--- src/rtl/evq_pkg.sv ---
package evq_pkg;
  localparam int REC_W = 8;
  localparam int ID_W  = 7;
  typedef logic [REC_W-1:0] rec_t;
endpackage

--- src/rtl/evq_arb.sv ---
// Fixed-priority pick of one producer per cycle; lowest index wins.
module evq_arb
  import evq_pkg::*;
#(
  parameter int NSRC = 3
) (
  input  logic [NSRC-1:0]       src_valid,
  input  logic [NSRC*REC_W-1:0] src_data,
  output logic [NSRC-1:0]       src_ready,
  output logic                  out_valid,
  output rec_t                  out_data
);
  always_comb begin
    src_ready = '0;
    out_valid = 1'b0;
    out_data  = '0;
    for (int i = NSRC - 1; i >= 0; i--) begin
      if (src_valid[i]) begin
        src_ready = '0;
        src_ready[i] = 1'b1;
        out_valid = 1'b1;
        out_data  = src_data[i*REC_W +: REC_W];
      end
    end
  end
endmodule

--- src/rtl/evq_pend.sv ---
// Small holding buffer between producers and storage.
module evq_pend
  import evq_pkg::*;
#(
  parameter int DEPTH = 4
) (
  input  logic clk,
  input  logic rst_n,
  input  logic push,
  input  rec_t push_data,
  input  logic pop,
  output logic nonempty,
  output rec_t head,
  output logic drop
);
  localparam int PTR_W = (DEPTH > 1) ? $clog2(DEPTH) : 1;
  localparam int CNT_W = $clog2(DEPTH + 1);

  rec_t             mem [DEPTH];
  logic [PTR_W-1:0] wptr, rptr;
  logic [CNT_W-1:0] fill;
  logic             full, do_push, do_pop;

  assign full     = (fill == CNT_W'(DEPTH));
  assign nonempty = (fill != '0);
  assign do_pop   = pop && nonempty;
  assign do_push  = push && (!full || do_pop);
  assign drop     = push && !do_push;
  assign head     = mem[rptr];

  function automatic logic [PTR_W-1:0] nxt(input logic [PTR_W-1:0] p);
    return (p == PTR_W'(DEPTH - 1)) ? '0 : p + 1'b1;
  endfunction

  always_ff @(posedge clk) begin
    if (!rst_n) begin
      wptr <= '0;
      rptr <= '0;
      fill <= '0;
    end else begin
      if (do_push) wptr <= nxt(wptr);
      if (do_pop)  rptr <= nxt(rptr);
      if (do_push && !do_pop)      fill <= fill + 1'b1;
      else if (do_pop && !do_push) fill <= fill - 1'b1;
    end
  end

  always_ff @(posedge clk) begin
    if (do_push) mem[wptr] <= push_data;
  end
endmodule

--- src/rtl/evq_store.sv ---
// Shift-up storage: slot 0 is the head, reads move every slot down by one.
module evq_store
  import evq_pkg::*;
#(
  parameter int DEPTH = 16,
  localparam int CNT_W = $clog2(DEPTH + 1)
) (
  input  logic             clk,
  input  logic             rst_n,
  input  logic             wr_en,
  input  rec_t             wr_data,
  input  logic             rd_en,
  output logic [CNT_W-1:0] count,
  output logic             full,
  output rec_t             head
);
  rec_t slot [DEPTH];
  logic take, put;

  assign full = (count == CNT_W'(DEPTH));
  assign take = rd_en && (count != '0);
  assign put  = wr_en && !full && !take;
  assign head = (count == '0) ? '0 : slot[0];

  for (genvar i = 0; i < DEPTH; i++) begin : g_slot
    if (i == DEPTH - 1) begin : g_last
      always_ff @(posedge clk) begin
        if (!rst_n)                                slot[i] <= '0;
        else if (take)                             slot[i] <= '0;
        else if (put && count == CNT_W'(i))        slot[i] <= wr_data;
      end
    end else begin : g_mid
      always_ff @(posedge clk) begin
        if (!rst_n)                                slot[i] <= '0;
        else if (take)                             slot[i] <= slot[i+1];
        else if (put && count == CNT_W'(i))        slot[i] <= wr_data;
      end
    end
  end

  always_ff @(posedge clk) begin
    if (!rst_n)    count <= '0;
    else if (take) count <= count - 1'b1;
    else if (put)  count <= count + 1'b1;
  end
endmodule

--- src/rtl/evq_top.sv ---
module evq_top
  import evq_pkg::*;
#(
  parameter int DEPTH      = 16,
  parameter int PEND_DEPTH = 4,
  parameter int NSRC       = 3,
  localparam int CNT_W     = $clog2(DEPTH + 1)
) (
  input  logic                  clk,
  input  logic                  rst_n,
  input  logic [NSRC-1:0]       src_valid,
  input  logic [NSRC*REC_W-1:0] src_data,
  output logic [NSRC-1:0]       src_ready,
  input  logic                  win_busy,
  input  logic                  rd_req,
  output logic [REC_W-1:0]      rd_data,
  output logic [CNT_W-1:0]      count,
  input  logic                  clr_ovf,
  input  logic                  clr_evt,
  input  logic                  ovf_irq_en,
  output logic                  ovf_flag,
  output logic                  ovf_irq,
  output logic                  evt_irq
);
  logic arb_valid, pend_ne, pend_drop, pop, store_full;
  rec_t arb_data, pend_head;

  evq_arb #(.NSRC(NSRC)) u_arb (
    .src_valid(src_valid), .src_data(src_data), .src_ready(src_ready),
    .out_valid(arb_valid), .out_data(arb_data)
  );

  // Storage updates stay frozen during a window access or a read strobe.
  assign pop = pend_ne && !win_busy && !rd_req;

  evq_pend #(.DEPTH(PEND_DEPTH)) u_pend (
    .clk(clk), .rst_n(rst_n), .push(arb_valid), .push_data(arb_data),
    .pop(pop), .nonempty(pend_ne), .head(pend_head), .drop(pend_drop)
  );

  evq_store #(.DEPTH(DEPTH)) u_store (
    .clk(clk), .rst_n(rst_n), .wr_en(pop), .wr_data(pend_head),
    .rd_en(rd_req), .count(count), .full(store_full), .head(rd_data)
  );

  always_ff @(posedge clk) begin
    if (!rst_n) begin
      ovf_flag <= 1'b0;
      evt_irq  <= 1'b0;
    end else begin
      if (pend_drop || (pop && store_full)) ovf_flag <= 1'b1;
      else if (clr_ovf)                     ovf_flag <= 1'b0;
      if (pop && !store_full)               evt_irq  <= 1'b1;
      else if (clr_evt)                     evt_irq  <= 1'b0;
    end
  end

  assign ovf_irq = ovf_flag && ovf_irq_en;
endmodule

--- config.mk ---
export PLATFORM = sky130hd
export DESIGN_NAME = evq_top
export DESIGN_NICKNAME = d
export VERILOG_FILES = /design/src/rtl/evq_pkg.sv /design/src/rtl/evq_arb.sv /design/src/rtl/evq_pend.sv /design/src/rtl/evq_store.sv /design/src/rtl/evq_top.sv
export SDC_FILE = /design/constraint.sdc
export NUM_CORES = 1
export LEC_CHECK = 0
export BUFFER_PORTS_ARGS = -buffer_cell sky130_fd_sc_hd__buf_4
export CORE_ASPECT_RATIO = 1.4
export CORE_MARGIN = 10
export CORE_UTILIZATION = 55
export CTS_CLUSTER_DIAMETER = 50
export DETAILED_ROUTE_END_ITERATION = 12
export GPL_ROUTABILITY_DRIVEN = 0
export PLACE_DENSITY = 0.77
export SKIP_LAST_GASP = 1
export SLEW_MARGIN = 20
export SYNTH_ARGS = -nofsm -noshare
export SYNTH_HDL_FRONTEND = slang
export SYNTH_SLANG_ARGS = --single-unit
export TNS_END_PERCENT = 1
--- constraint.sdc ---
create_clock -name clk -period 4.7 [get_ports clk]
set_input_delay 0.47 -clock clk [delete_from_list [all_inputs] [get_ports clk]]
set_output_delay 0.47 -clock clk [all_outputs]
set_load 0.005 [all_outputs]
==> results.tsv <==
metric	value	unit
outcome	completed	
postCtsResizedCells	0	
synth_fp_nets	577	
worstPathArrival	3.11	ns
synth.top_cells.by_count	160 x edfxtp_1, 120 x a22o_1, 24 x nand2_1, 22 x nor2_1, 18 x o21ai_0	
cts_made_buffers	17	
die-area	19400	sq um
fillCellCount	1025	
avgSynthCellArea	14.7	sq um
yosys.cell_types.count	46	
cts_hold_buf	0	
crit_type	reg -> reg	
pin_count	53	
design.core.area	13900	sq um
startpoint_type	flip-flop	
clkLatencyLatePin	0.43	ns
hp-class	in -> reg	
synthArstFlopShare	0	%
multi_input_area	2350	sq um
syn_inst	530	
totalWireLength	15900	um
fin_skew	0.00859	ns
die_w	121	um
setup_tns	0	ns
crit_fanout	18	
overflow	0	
htree_num_levels	4	
grt_pass1_wl	25300	um
port_buffers	52	
slew_violations	0	
syn_area	7790	sq um
drc	0	
cts_setup_buffers	0	
area.sequential	5120	sq um
synth_edf_count	160	
ys_warn_count	0	
post_drt_via_cell_ratio	6.18	
tritoncts	done	
cap_violations	0	
tightestPinTransition	1.10	ns
die_h	161	um
yosys.area.top_type	edfxtp_1	
core.rowCount	51	
detail_route.wl_per_cell	20.8	um
power_density	579	nW/um^2
ys_seq_area_share	65.8	%
dp_cells	730	
start_util	56.0	%
dp_hpwl	10500	um
fmax	331	MHz
routed-via-count	4715	
clockRootBuffer	clkbuf_16	
synthTopCellsByArea	edfxtp_1 62%, a22o_1 13%, dfxtp_1 4.1%	
cts_sinks	176	
drive_gt1_share	17.8	%
synth_most_common_cell	edfxtp_1	
syn2layout_area_growth	12.2	%
first_pass_iters	5	
ir_drop	0.315	mV
synth_top_area_share	61.7	%
drt_iter0_markers	293	
period_share	64.3	%
finalSetupViolations	0	
layoutNonFillerInstCount	763	
synthFlopType	edfxtp_1	
crit_path_end_kind	flip-flop	
antenna_found_initial	0	
rsz0062_at_grt	no	
grt_max_degree	121	
grt.total_usage	16.5	%
n_antenna_cell	0	
nNetsFinal	612	
hold_viol_final	0	
fin_util	62.8	%
yosys_register_bits	176	
worstPathRequired	4.79	ns
clk_path_buf_depth	2	
fin_crit	3.02	ns
relSlewSlack	26.1	%
ant_nets	0	
clk_pin_slew_worst_paths	0.06	ns
grt_pass1_vias	4881	
p_leak	3.27	nW
-- sequential cells by signal, indices dropped and copies added, names as in the netlist, named ones only --
name	flops
u_pend.wptr	2
ovf_flag	1
evt_irq	1
u_store.slot	128
u_pend.rptr	2
u_pend.fill	3
u_store.count	5
u_pend.mem	32
-- where the power goes --
part | internal [mW] | switching (mW) | leakage [nW]
registers | 2.28 | 0.202 | 1.81
clock network | 0.728 | 0.589 | 0.264
logic | 0.453 | 0.807 | 1.19
-- logic make-up (layout without fill, tap and decap cells) --
group / after synthesis / count (layout) / share of synthesized area [%]
DFF: 176 / 176 / 65.8
and+or+nand+nor: 111 / 111 / 8.05
xor gates and xnor gates: 3 / 3 / 0.337
AOI/OAI and AO/OA: 158 / 158 / 16.5
adders and majority gates: 13 / 13 / 2.19
buffers and inverters: 55 / 103 / 4.06
muxes: 14 / 14 / 3.10
-- critical path: stages, from the launching register on --
cell and delay, ns:
dfxtp_1 0.37, inv_1 0.13, ha_1 0.24, or4b_4 0.59
a21boi_1 0.28, buf_4 0.29, and4b_1 0.40, nand2b_1 0.37
-- final timing paths --
kind	end	slack, ns	cells past startpoint	from
worst max-delay path	u_store.slot[0][34]	1.68	7	u_store.count[0]
worst min register to register	flip-flop	0.50	2	u_pend.rptr[1]
worst max register to register	u_store.slot[0][34]	1.68	7	u_store.count[0]
worst min-delay path	evt_irq	0.35	3	clr_evt
-- cells in the final DEF, fill, tap and decap left out, drive strengths merged, types with 2 or more instances in the layout --
master      n
nand2b     10
and2       16
a21boi      4
nand2      24
clkinv      9
mux2i       5
nor2b       8
ha         12
o21a        2
inv        19
a22oi       8
xnor2       2
nand3       6
o22ai       3
or3         4
buf        54
and3        4
nor3       11
edfxtp    160
clkbuf     18
dfxtp      16
o21ai      19
clkinvlp    2
a22o      120
mux4        8
nor2       23
-- per-stage QoR --
step / setup slack, ns / total power, mW / hold WS (ns) / cell area (sq um)
floorplan: 2.13 / 3.36 / 0.467 / 7790
global placement: 1.88 / 3.68 / 0.485 / 8160
detailed placement: 1.73 / 3.74 / 0.502 / 8160
CTS: 1.72 / 5.05 / 0.346 / 8710
global route: 1.50 / 5.30 / 0.358 / 8740
finish: 1.68 / 5.06 / 0.349 / 8740
-- routing by layer --
layer	track usage (%)	vias to the layer above	routed length (um)
li1	-	2151	-
met1	18.2	2344	6120
met2	28.9	187	8400
met3	4.70	33	939
met4	7.10	0	390
met5	0	-	0
-- area by class of cell --
class,instances,share of cell area [%]
inverter,17,0.730
timing repair buffer,54,4.87
multi-input combinational,299,26.8
clock inverter,14,1.35
sequential,176,58.6
clock buffer,18,4.91
tap,185,2.65
No activity file was read; power rests on OpenSTA's default activity.
